`src/rtl/frame_rx_pkg.sv`:
```
package frame_rx_pkg;
  typedef enum logic [1:0] {
    RX_IDLE  = 2'd0,
    RX_SHIFT = 2'd1,
    RX_HOLD  = 2'd2
  } rx_state_e;

  // positions of the pins inside the synchroniser vector
  localparam int unsigned PIN_SEL = 0;
  localparam int unsigned PIN_SCK = 1;
  localparam int unsigned PIN_SDI = 2;
  localparam int unsigned PIN_CNT = 3;
endpackage

```
`src/rtl/frx_sync.sv`:
```
module frx_sync #(
  parameter int unsigned WIDTH = 3,
  parameter int unsigned STAGES = 2,
  parameter logic [WIDTH-1:0] RST_VAL = '0
) (
  input  logic             clk,
  input  logic             rst_n,
  input  logic [WIDTH-1:0] din,
  output logic [WIDTH-1:0] dout
);
  logic [WIDTH-1:0] stg_q [STAGES];

  always_ff @(posedge clk or negedge rst_n) begin
    if (!rst_n) begin
      for (int s = 0; s < STAGES; s++) stg_q[s] <= RST_VAL;
    end else begin
      stg_q[0] <= din;
      for (int s = 1; s < STAGES; s++) stg_q[s] <= stg_q[s-1];
    end
  end

  assign dout = stg_q[STAGES-1];
endmodule

```
`src/rtl/frx_fall_det.sv`:
```
module frx_fall_det #(
  parameter int unsigned WIDTH = 2,
  parameter logic [WIDTH-1:0] RST_VAL = '1
) (
  input  logic             clk,
  input  logic             rst_n,
  input  logic [WIDTH-1:0] lvl,
  output logic [WIDTH-1:0] fall
);
  logic [WIDTH-1:0] prev_q;

  for (genvar b = 0; b < WIDTH; b++) begin : g_bit
    always_ff @(posedge clk or negedge rst_n) begin
      if (!rst_n) prev_q[b] <= RST_VAL[b];
      else        prev_q[b] <= lvl[b];
    end
    assign fall[b] = prev_q[b] & ~lvl[b];
  end
endmodule

```
`src/rtl/frx_core.sv`:
```
module frx_core
  import frame_rx_pkg::*;
#(
  parameter int unsigned WORD_W = 16
) (
  input  logic              clk,
  input  logic              rst_n,
  input  logic              sel_lvl,
  input  logic              sel_fall,
  input  logic              sck_fall,
  input  logic              sdi_lvl,
  output logic              word_valid,
  output logic [WORD_W-1:0] word_data
);
  localparam int unsigned CNT_W = $clog2(WORD_W + 1);
  localparam logic [CNT_W-1:0] LAST_BIT = CNT_W'(WORD_W - 1);

  rx_state_e         state_q, state_d;
  logic [CNT_W-1:0]  cnt_q, cnt_d;
  logic [WORD_W-1:0] shreg_q, shreg_d;
  logic [WORD_W-1:0] word_q, word_d;
  logic              valid_q, valid_d;
  logic              shift_en;
  logic [WORD_W-1:0] shifted;

  assign shifted = {shreg_q[WORD_W-2:0], sdi_lvl};

  always_comb begin
    state_d  = state_q;
    cnt_d    = cnt_q;
    shreg_d  = shreg_q;
    word_d   = word_q;
    valid_d  = 1'b0;
    shift_en = 1'b0;
    case (state_q)
      RX_IDLE: begin
        if (sel_fall) begin
          state_d = RX_SHIFT;
          cnt_d   = '0;
        end
      end
      RX_SHIFT: begin
        if (sel_lvl) begin
          state_d = RX_IDLE;
        end else if (sck_fall) begin
          shift_en = 1'b1;
          shreg_d  = shifted;
          cnt_d    = cnt_q + 1'b1;
          if (cnt_q == LAST_BIT) begin
            valid_d = 1'b1;
            word_d  = shifted;
            state_d = RX_HOLD;
          end
        end
      end
      RX_HOLD: begin
        if (sel_lvl) state_d = RX_IDLE;
      end
      default: state_d = RX_IDLE;
    endcase
  end

  always_ff @(posedge clk or negedge rst_n) begin
    if (!rst_n) begin
      state_q <= RX_IDLE;
      cnt_q   <= '0;
      shreg_q <= '0;
      word_q  <= '0;
      valid_q <= 1'b0;
    end else begin
      state_q <= state_d;
      cnt_q   <= cnt_d;
      valid_q <= valid_d;
      if (shift_en) shreg_q <= shreg_d;
      if (valid_d)  word_q  <= word_d;
    end
  end

  assign word_valid = valid_q;
  assign word_data  = word_q;
endmodule

```
`src/rtl/frame_word_rx.sv`:
```
module frame_word_rx
  import frame_rx_pkg::*;
#(
  parameter int unsigned WORD_W = 16,
  parameter int unsigned SYNC_STAGES = 2
) (
  input  logic              clk,
  input  logic              rst_n,
  input  logic              sel_n_pin,
  input  logic              sck_pin,
  input  logic              sdi_pin,
  output logic              word_valid,
  output logic [WORD_W-1:0] word_data
);
  localparam logic [PIN_CNT-1:0] PIN_RST = 3'b011; // sel high, sck high, sdi low

  logic [1:0]         rst_sync_q;
  logic               rst_int_n;
  logic [PIN_CNT-1:0] pins_raw, pins_s;
  logic [1:0]         falls;
  logic               sel_lvl, sck_lvl, sdi_lvl;

  // asynchronous assertion, synchronous release
  always_ff @(posedge clk or negedge rst_n) begin
    if (!rst_n) rst_sync_q <= 2'b00;
    else        rst_sync_q <= {rst_sync_q[0], 1'b1};
  end
  assign rst_int_n = rst_sync_q[1];

  assign pins_raw[PIN_SEL] = sel_n_pin;
  assign pins_raw[PIN_SCK] = sck_pin;
  assign pins_raw[PIN_SDI] = sdi_pin;

  frx_sync #(.WIDTH(PIN_CNT), .STAGES(SYNC_STAGES), .RST_VAL(PIN_RST)) i_sync (
    .clk(clk), .rst_n(rst_int_n), .din(pins_raw), .dout(pins_s)
  );

  assign sel_lvl = pins_s[PIN_SEL];
  assign sck_lvl = pins_s[PIN_SCK];
  assign sdi_lvl = pins_s[PIN_SDI];

  frx_fall_det #(.WIDTH(2), .RST_VAL(2'b11)) i_fall (
    .clk(clk), .rst_n(rst_int_n), .lvl({sck_lvl, sel_lvl}), .fall(falls)
  );

  frx_core #(.WORD_W(WORD_W)) i_core (
    .clk(clk), .rst_n(rst_int_n),
    .sel_lvl(sel_lvl), .sel_fall(falls[0]), .sck_fall(falls[1]),
    .sdi_lvl(sdi_lvl),
    .word_valid(word_valid), .word_data(word_data)
  );
endmodule

```
`config.mk`:
```
export PLATFORM = sky130hd
export DESIGN_NAME = frame_word_rx
export DESIGN_NICKNAME = d
export VERILOG_FILES = /design/src/rtl/frame_rx_pkg.sv /design/src/rtl/frx_sync.sv /design/src/rtl/frx_fall_det.sv /design/src/rtl/frx_core.sv /design/src/rtl/frame_word_rx.sv
export SDC_FILE = /design/constraint.sdc
export NUM_CORES = 1
export LEC_CHECK = 0
export CAP_MARGIN = 20
export CORE_UTILIZATION = 50
export CTS_CLUSTER_DIAMETER = 40
export DETAILED_ROUTE_END_ITERATION = 7
export HOLD_SLACK_MARGIN = 0.1
export PLACE_DENSITY = 0.73
export SLEW_MARGIN = 40
export SYNTH_ARGS = -nofsm -noshare
export SYNTH_HDL_FRONTEND = slang
export SYNTH_SLANG_ARGS = --single-unit
export TNS_END_PERCENT = 1
```
`constraint.sdc`:
```
create_clock -name clk -period 2.3 [get_ports clk]
set_input_delay 0.575 -clock clk [delete_from_list [all_inputs] [get_ports clk]]
set_output_delay 0.575 -clock clk [all_outputs]
set_load 0.01 [all_outputs]
```
# Word-level counts from Yosys, hierarchy flattened
# Cells that the tools add are included.
# totals
elab_cells	47
input_bits	5
regBits	49
# op_classes
bitwise_logic	4
muxes	17
eq_ne	9
n_reduce_logical	6
add_sub_neg	1
# ops
cell	count
5-bit 2-to-1 mux	3
4-bit AND reduction	3
2-bit 2-to-1 mux	5
5-bit one-hot mux with 2 select lines	1
1-bit 2-to-1 mux	7
2-bit by 1-bit != test with 1-bit output, second input constant	3
3-bit by 1-bit != test with 1-bit output, second input constant	2
2-bit one-hot mux with 3 select lines	1
5-bit by 1-bit adder with 5-bit output, second input constant	1
5-bit by 4-bit == test with 1-bit output, second input constant	1
5-bit AND reduction	1
1-bit AND	2
2-bit by 1-bit == test with 1-bit output, second input constant	1
2-bit == test, second input constant	1
2-bit zero test	1
2-bit != test, second input constant	1
1-bit inverter	2
2-bit nonzero test	1

# Depth between registers and ports, before layout
# Gate-level depths: netlist (run 1).
# logic_depth
depth_word	6
ltp_mapped	7
depth_no_buf	6

# Hierarchy
# A second synthesis (run 1) with hierarchy kept.
# unflattened
hier_cells	150
hier_area_um2	1928.1
# modules_own_cells
module	seq_area_each_um2	cells_per_inst	area_each_um2	n_inst
frx_core	975.9	134	1616.6	1
frx_sync	155.1	9	177.7	1
frx_fall_det	52.6	4	80.1	1
frame_word_rx	50.0	3	53.8	1

# Worst setup path before layout (run 1)
# Ideal clock, no wire load.
# synth_timing
kind	register -> register
from	register i_core.cnt_q[0]
to	register i_core.word_q[10], in the netlist i_core.word_data[10]
path_slack_ps	268
required_time_ps	2175
synth_period_minus_slack_ps	2032
setup_time_ps	125
arrival_time_ps	1907
stages_incl_launch_ff	8
cell_sequence	dfrtp_1 > ha_1 > and3_1 > ha_1 > nand3b_4 > nor4b_4 > buf_6 > mux2_2
# synth_via
elab_chain_len	6
# synth_lines
element	line	text
from (decl)	frx_core.sv:19	logic [CNT_W-1:0] cnt_q, cnt_d;
from (signal assigned)	frx_core.sv:72	cnt_q <= cnt_d;
5-bit by 4-bit == test with 1-bit output	frx_core.sv:49	if (cnt_q == LAST_BIT) begin
1-bit 2-to-1 mux	frx_core.sv:49	
1-bit 2-to-1 mux	frx_core.sv:45	end else if (sck_fall) begin
1-bit 2-to-1 mux	frx_core.sv:43	if (sel_lvl) begin
1-bit 2-to-1 mux	frx_core.sv:35	case (state_q)
named net i_core.valid_d	frx_core.sv:22	logic valid_q, valid_d;
5-bit AND reduction (no source line)	n/a	
to (signal assigned)	frx_core.sv:75	if (valid_d) word_q <= word_d;
to (decl)	frx_core.sv:21	logic [WORD_W-1:0] word_q, word_d;
# The timed path passes the listed nets, and every way through them passes these cells.
# A chain may end at the register's enable or synchronous reset.

# Worst setup path in the final report (run 1)
# layout_timing
from	register i_core.cnt_q[0]
to	register i_core.word_q[10], in the netlist i_core.word_data[10]
# layout_via
elab_chain_len	6
# layout_lines
element	line
5-bit by 4-bit == test with 1-bit output (*)	frx_core.sv:49
1-bit 2-to-1 mux	frx_core.sv:49
1-bit 2-to-1 mux	frx_core.sv:45
1-bit 2-to-1 mux	frx_core.sv:43
1-bit 2-to-1 mux	frx_core.sv:35
5-bit AND reduction (no source line) (*)	n/a
# Mark *: on every way between the ends. The rest lies on a longest branch, timed or not.

==> results.md, run 1 <==
* Status: complete, no violations
* Area leader, netlist: dfrtp_1
* Initial drt markers at 64
* Pwr per Cell Area at 752 nW/um^2
* LEAKAGE at 1.06 nW
* Slew HR at 61.4%
* F_max at 0.486 GHz
* Via count at 970
* Number of gates resized after CTS at 0
* Finished Layout Cells at 189
* Count leader, synth: dfrtp_1
* CP startpoint kind: flop
* Final nets at 149
* Slowest-stage cell, CP: dfrtp_1
* Register bit total from synthesis at 49
* # fillers at 275
* Fin. Hold Viols at 0
* Mean Syn Cell Area at 16.0 um^2
* Slowest stage delay, CP at 400 ps
* Synth Flop Type: dfrtp_1
* Switching power total at 335 uW
* CTS max path bufs at 2
* VDD IR max at 0.768 mV
* Maxcap violations at 0
* H-Tree Depth at 2
* Total placed cells including tap cells at ~180
* Crit-path most repeated cell: ha_1
* Synth Warn # at 0
* Post-synthesis cell type count at 29
* Avg WL per Cell at about 15 um
* Worst Path Required at roughly 2500 ps
* Post-CTS Hold Buffers at 0
* Skew final at 8.79 ps
* RSZ-0062 raised after global routing: false
* Vias in the first global route at 1059
* Residual DRC count at 0
* TritonCTS clock tree: done
* Site Rows at 21
* GP Congestion at 0.721
* Max Slew Vio Count at 0
* Switching Share at approximately a fifth
* EDFF count, synth at 0
* CP max FO at 17
* Seq/Total Area, Yosys at between 60% and 70%
* Layout area overhead at 20.6%
* Worst-Margin Slew at 579 ps
* Setup TNS at 0 ps
* Gr usage total at 16.6%
* Initial antenna violation count at 0
* Top post-synthesis cells by area: dfrtp_1, mux2_2, dfstp_2
* WS Path Type: reg2reg
* Synth top cells by count: dfrtp_1, mux2_2, dfstp_2, inv_1, a21oi_1
* Detail Route Antenna Nets at 0
* Antenna Cells at 0
* Type of the worst min-delay path: reg2async
* Clock latency on the worst-skew pair at 300 ps
* Post-CTS Setup Inserts at 0
* DIE HEIGHT at 63.2 um
* Crit path DAT at 2240 ps
* Final setup fails at 0
* Die width at 63.2 um
* CTS root buffer: clkbuf_8
* Cell Chain, Critical Path: ha_1 -> and3_1 -> ha_1 -> nand3b_4 -> nor4b_4 -> buf_4 -> mux2_2
* Clock transition at path regs at around 80 ps
* First-pass GRT wire length at a little under 5 mm
* Area share of the largest cell type after synthesis at 57.4%
* Syn Nets at 124
* Layout cells sized above 1 at 37.1%
* DR vias/cell at 5.13
* Seq pwr share at about 55%
* Final worst path period share at 89.4%
* Synthesized area at 1870 um^2
* Combinational Power Share at 2.8%
* TritonCTS buffer count at 5
* Int Power at 1.36 mW
* Initial Utilization at 54.0%
* CP endpoint kind: flop
* First-pass DRT Iterations at 4
* Async set-or-reset flop fraction in the synthesized netlist at 100%
* Final WL at 2.75 mm
* Fin crit period at around 2100 ps
* Ports at 22
* Hold Slack at around 330 ps
* Die ar. at ~4000 um^2
* Dpl hpwl at 1.82 mm
* Grt total ovfl at 0
* Largest net degree at the start of global routing at 48
* Clock power share at 42.2%
* Total core area at 3470 um^2
* Sink Count at 49
* IO Port Bufs at 21
* Synthesized instance count at 117
worst max-delay path, delay by kind of cell (launching register included):
kind | cells | cell delay (ps)
buffers and inverters | 1 | 290
and+or+nand+nor | 3 | 480
muxes | 1 | 370
DFF | 1 | 400
adders and majority gates | 2 | 390
cells in the final DEF (no fill, tap or decap), drive strengths merged, types with 3 or more instances in the layout:
cell type and instances:
a21oi 3, clkdlybuf4s50 21, clkbuf 5, dfrtp 43, inv 5, dfstp 6
mux2 31
layout make-up:
type / count / area (um^2) / share of cell area, %
sequential: 49 / 1240 / 54.8
multi-input combinational: 60 / 594 / 26.3
tap: 46 / 57.6 / 2.55
clock inverter: 3 / 68.8 / 3.05
inverter: 4 / 15.0 / 0.664
timing repair buffer: 22 / 218 / 9.63
clock buffer: 5 / 68.8 / 3.05
final timing paths:
check                           cells past startpoint  slack [ps]             from                   end
worst min register to register                      0         330    rst_sync_q[1]    i_core.shreg_q[12]
worst max register to register                      7         240  i_core.cnt_q[0]  i_core.word_data[10]
worst max-delay path                                7         240  i_core.cnt_q[0]  i_core.word_data[10]
max in group asynchronous                           0        1570    rst_sync_q[1]        i_sync.dout[1]
min in group clk                                    0         350  i_sync.stg_q[3]        i_sync.dout[0]
worst min-delay path                                0         330    rst_sync_q[1]    i_core.shreg_q[12]
kinds of logic (layout without fill, tap and decap cells):
kind of cell / count (synthesis) / after routing / synth area share (%)
other: 1 / 1 / 0.200
muxes: 33 / 33 / 19.7
DFF: 49 / 49 / 65.8
buffers and inverters: 8 / 34 / 2.47
and+or+nand+nor: 14 / 14 / 7.08
adders and majority gates: 2 / 2 / 1.33
AOI/OAI and AO/OA: 10 / 10 / 3.40
through the flow:
stage / area (um^2) / worst slack [ps] / power [mW] / utilization [%]
CTS: 2260 / 240 / 1.72 / 65.2
floorplan: 1870 / 268 / 0.978 / -
finish: 2260 / 243 / 1.70 / 65.2
detailed placement: 2120 / 259 / 1.00 / 61.2
global route: 2260 / 123 / 1.76 / 65.2
global placement: 2120 / 346 / 0.996 / 61.1
state kept, by name, indices dropped and copies added (netlist names):
register and count:
i_core.word_data 16, i_core.state_q 2, i_core.word_valid 1, i_fall.prev_q 2, rst_sync_q 2, i_core.cnt_q 5, i_core.shreg_q 15, i_sync.stg_q 3
i_sync.dout 3
routing by layer:
layer	share of wire (%)	wire, um	track usage [%]
met1	44	1210	19.5
met2	50	1370	27.0
met3	4.0	111	5.80
met4	2.3	62	8.52
met5	0	0	0
power by group through the flow:
stage | registers, mW | logic (mW) | clock network [mW]
after floorplan | 0.937 | 0.0409 | 0
after global placement | 0.949 | 0.0471 | 0
after detailed placement | 0.952 | 0.0483 | 0
after CTS | 0.935 | 0.0488 | 0.739
after global routing | 0.941 | 0.0541 | 0.768
final | 0.934 | 0.0480 | 0.718
(Power assumes the default switching activity.)
==> inputs of run 2 (changes only) <==
- CORE_UTILIZATION: 50 -> 45
- CTS_BUF_LIST: not set -> sky130_fd_sc_hd__clkbuf_4 sky130_fd_sc_hd__clkbuf_8
- PLACE_DENSITY: 0.73 -> 0.66
==> run 2 against run 1 <==
The flow now finishes with violations (DRC). First-iteration DRC count is 42% lower. Critical path depth stayed put. Non-clock buffer count is 1 higher. Sequential power is 1% lower. Setup slack better by 4.8 ps. Critical endpoint is now i_core.word_data[5]. Largest cell class unchanged. Highest routed layer unchanged.
==> results.md, run 2 (synthesis results as in run 1) <==
* Avg WL per Cell at 14.4 um
* GP Congestion at between 0.7 and 0.8
* # fillers at 320
* Residual DRC count at 2
* Clock power share at 34.2%
* CTS max path bufs at 2
* Skew final at 7.59 ps
* Detail Route Antenna Nets at 0
* Combinational Power Share at ~4%
* Final nets at 150
* CTS root buffer: clkbuf_8
* Initial drt markers at 37
* Final WL at 2.80 mm
* RSZ-0062 raised after global routing: false
* Die ar. at between 4000 and 5000 um^2
* Maxcap violations at 0
* Reg2reg setup slack at 250 ps
* Post-CTS Hold Buffers at 0
* Commonest cells after routing, fill and taps aside: dfrtp_1, mux2_2, clkdlybuf4s50_1
* Switching Share at 20.9%
* Finished Layout Cells at 194
* First-pass GRT wire length at 4.95 mm
* Status: finished, violations left
* Switching power total at 313 uW
* Pwr per Cell Area at 671 nW/um^2
* Number of gates resized after CTS at 0
* DIE HEIGHT at 66.5 um
* Grt total ovfl at 0
* Max Slew Vio Count at 0
* Fin crit period at 2050 ps
* H-Tree Depth at 2
* Violations in the final reports: DRC
* CP endpoint kind: flop
* Initial antenna violation count at 0
* LEAKAGE at between 1 and 1.5 nW
* First-pass DRT Iterations at 6
* Post-CTS Setup Inserts at 0
* R2R cell count at 7
* Antenna Cells at 0
* Gr usage total at 15.5%
* Fin. Hold Viols at 0
* Site Rows at 23
* Final worst path period share at 89.2%
* Final setup fails at 0
* Clock latency on the worst-skew pair at just under 300 ps
* Seq pwr share at 61.8%
* IO Port Bufs at 21
* Commonest non-fill, non-tap cell in the layout: dfrtp_1
* Worst r2r src: i_core.cnt_q[0]
* Vias in the first global route at 1068
* Max reg flops at 16
* Crit path DAT at 2230 ps
* Ports at 22
* Clock transition at path regs at roughly 90 ps
* Total placed cells including tap cells at approximately 190
* CP startpoint kind: flop
* CP max FO at 17
* Sink Count at 49
* DR vias/cell at slightly above 5
* WS Path Type: reg2reg
* F_max at 0.487 GHz
* Type of the worst min-delay path: reg2async
* Setup TNS at 0 ps
* Layout area overhead at 19.0%
* Die width at about 67 um
* Via count at 983
* Post-layout util at a little under three fifths
* Post-route setup slack at 248 ps
* TritonCTS clock tree: done
* Largest net degree at the start of global routing at 34
* Layout cells sized above 1 at 37.5%
* Worst Path Required at 2470 ps
* Total core area at 4000 um^2
* Setup WS pre-CTS at 259 ps
* TritonCTS buffer count at 5
* Initial Utilization at 46.9%
* Int Power at 1.18 mW
* Dpl hpwl at 1.96 mm
* R2R Path End: i_core.word_data[5]
* VDD IR max at 0.338 mV
run 2: cell count changes in the layout (fill, tap and decap cells not counted), sizes merged:
cell      change
buf           +1
inv           -1
bufinv        -2
clkinvlp      +1
clkbuf        +2
run 2: power by group through the flow:
stage | logic [mW] | registers, mW | clock network (mW)
floorplan | 0.0409 | 0.937 | 0
detailed placement | 0.0617 | 0.942 | 0
CTS | 0.0624 | 0.925 | 0.541
global placement | 0.0589 | 0.939 | 0
global route | 0.0677 | 0.932 | 0.578
finish | 0.0600 | 0.924 | 0.512
run 2: per-layer routing:
layer / global-route usage [%] / wire length (um) / vias up
met3: 5.14 / 84 / 5
met2: 25.9 / 1450 / 15
met1: 18.2 / 1230 / 504
li1: - / - / 459
met5: 0 / 0 / -
met4: 6.38 / 32 / 0
run 2: final cells by class:
class                      instances  area [um^2]  area share (%)
tap                               50         62.6            2.81
clock buffer                       7         90.1            4.04
inverter                           4         15.0           0.673
clock inverter                     1         7.51           0.337
multi-input combinational         60          594            26.7
timing repair buffer              23          225            10.1
sequential                        49         1230            55.4
run 2: worst max-delay path by stage:
stage,cells past startpoint,end,from,slack (ps)
after floorplan,7,i_core.word_data[10],i_core.cnt_q[0],270
after global placement,7,i_core.word_data[4],i_core.cnt_q[0],340
after detailed placement,7,i_core.word_data[11],i_core.cnt_q[0],260
after CTS,7,i_core.word_data[5],i_core.cnt_q[0],240
after global routing,7,i_core.word_data[5],i_core.cnt_q[0],140
final,7,i_core.word_data[5],i_core.cnt_q[0],250
run 2: per-stage QoR:
stage | hold slack (ps) | area, um^2 | total power, mW
6_report | 169 | 2230 | 1.50
2_1_floorplan | 279 | 1870 | 0.978
3_5_place_dp | 173 | 2130 | 1.00
3_3_place_gp | 169 | 2130 | 0.998
5_1_grt | 193 | 2230 | 1.58
4_1_cts | 177 | 2230 | 1.53
run 2: critical path, stage by stage (launching register included):
cell and delay, ps:
dfrtp_1 400, ha_1 210, and3_1 180, ha_1 190, nand3b_4 100, nor4b_4 200
buf_4 280, mux2_2 370
==> inputs of run 3 (changes only) <==
- PLACE_DENSITY: 0.66 -> 0.63
- clock period: 2.3 -> 2.2 ns (I/O delays scaled with it)
==> run 3 against run 2 <==
The flow now finishes without violations. Total power up 18%. Sequential share of layout area is 1.1 points lower. Design area rose by 2.0%. Clock power rose by 42%. Wire length hardly changed. Hold slack gained 110 ps. Die area unchanged. Final cell count up 0.52%. Largest cell class unchanged. Highest routed layer unchanged.
==> results.md, run 3 (synthesis results as in run 1) <==
* Largest net degree at the start of global routing at 30
* Residual DRC count at 0
* Crit path DAT at 2190 ps
* Setup TNS at 0 ps
* Maxcap violations at 0
* Commonest non-fill, non-tap cell in the layout: dfrtp_1
* Via count at between 900 and 1000
* Final Instance Area at 2270 um^2
* First-pass GRT wire length at 4.68 mm
* Initial antenna violation count at 0
* Gr usage total at 14.9%
* Setup WS pre-CTS at 182 ps
* VDD IR max at 0.641 mV
* Worst Path Required at 2380 ps
* LEAKAGE at 1.07 nW
* DP Area at around 2100 um^2
* CP endpoint kind: flop
* Most Used Layer, Global Route: met2
* Switching Share at between 10% and 20%
* Site Rows at 23
* Clock transition at path regs at about 80 ps
* Skew final at 5.75 ps
* Fin crit period at just over 2000 ps
* Power, Total at 1.76 mW
* DIE HEIGHT at 66.5 um
* Layout area overhead at 21.3%
* Detail Route Antenna Nets at 0
* Die ar. at 4430 um^2
* CTS max path bufs at 2
* Seq pwr share at 55.1%
* Pwr per Cell Area at 774 nW/um^2
* Avg WL per Cell at 14.4 um
* First-pass DRT Iterations at 4
* Antenna Cells at 0
* Max reg flops at 16
* CP startpoint kind: flop
* TritonCTS clock tree: done
* Clock latency on the worst-skew pair at 290 ps
* Final WL at approximately 2.8 mm
* Hold Slack at about 280 ps
* Status: complete, no violations
* GP Congestion at 0.743
* Slew HR at between 50% and 60%
* Met3 Use GR at 3.60%
* Die width at 66.5 um
* Fin. Hold Viols at 0
* DR vias/cell at between 5 and 6
* F_max at 0.497 GHz
* Ports at 22
* Post-layout util at between 50% and 60%
* Type of the worst min-delay path: reg2async
* IO Port Bufs at 21
* Met1 Usage GRT at 17.3%
* Finished Layout Cells at 195
* Switching power total at 338 uW
* Total core area at 4000 um^2
* Worst-Margin Slew at about 600 ps
* Grt total ovfl at 0
* Post-CTS Hold Buffers at 0
* Combinational Power Share at 3.5%
* Final setup fails at 0
* CTS root buffer: clkbuf_8
* H-Tree Depth at 2
* Vias in the first global route at approximately 1000
* Number of gates resized after CTS at 0
* Final worst path period share at 91.4%
* Post-route setup slack at approximately 190 ps
* Commonest cells after routing, fill and taps aside: dfrtp_1, mux2_2, clkdlybuf4s50_1
* Final nets at around 150
* RSZ-0062 raised after global routing: false
* Sink Count at 49
* Initial drt markers at between 50 and 60
* Clock power share at just over 40%
* Initial Utilization at a little under half
* Max Slew Vio Count at 0
* CP max FO at 17
* Int Power at between 1 and 1.5 mW
* Dpl hpwl at 1.92 mm
* WS Path Type: reg2reg
* Layout cells sized above 1 at 37.9%
* TritonCTS buffer count at 5
* Met2 Use GR at 25.0%
* Total placed cells including tap cells at 187
* Post-CTS Setup Inserts at 0
==> run 3: worst paths after layout <==
path,startpoint,endpoint,slack (ps),cells after the start
setup reg to reg,i_core.cnt_q[0],i_core.word_data[7],190,7
min in group clk,rst_sync_q[0],rst_sync_q[1],360,0
hold / removal,rst_sync_q[1],i_core.state_q[0],280,0
setup / recovery,i_core.cnt_q[0],i_core.word_data[7],190,7
hold reg to reg,rst_sync_q[1],i_core.state_q[0],280,0
max in group asynchronous,rst_sync_q[1],i_sync.dout[1],1260,1
==> run 3: cell type report <==
type | instances | area, um^2
Fill cell | 318 | 1730
Sequential cell | 49 | 1230
Multi-Input combinational cell | 60 | 594
Timing Repair Buffer | 24 | 233
Clock buffer | 5 | 68.8
Clock inverter | 3 | 65.1
Tap cell | 50 | 62.6
Inverter | 4 | 15.0
==> run 3: power groups by stage <==
stage	clock [mW]	combinational (mW)	sequential, mW
after floorplan	0	0.0427	0.980
after global placement	0	0.0585	0.986
after detailed placement	0	0.0616	0.989
after CTS	0.748	0.0634	0.971
after global routing	0.783	0.0686	0.978
final	0.728	0.0613	0.970
==> run 3: layer usage <==
layer | up-vias | wire length, um | share of wire, %
met1 | 502 | 1200 | 43
met4 | 0 | 46 | 1.6
met2 | 13 | 1460 | 52
met3 | 6 | 91 | 3.2
met5 | - | 0 | 0
li1 | 464 | - | -
==> run 3: critical path: stages, from the launching register on <==
cell and delay (ps):
dfrtp_1 390, ha_1 190, and3_1 160, ha_1 190, nand3b_4 100, nor4b_4 210, buf_4 290, mux2_2 370
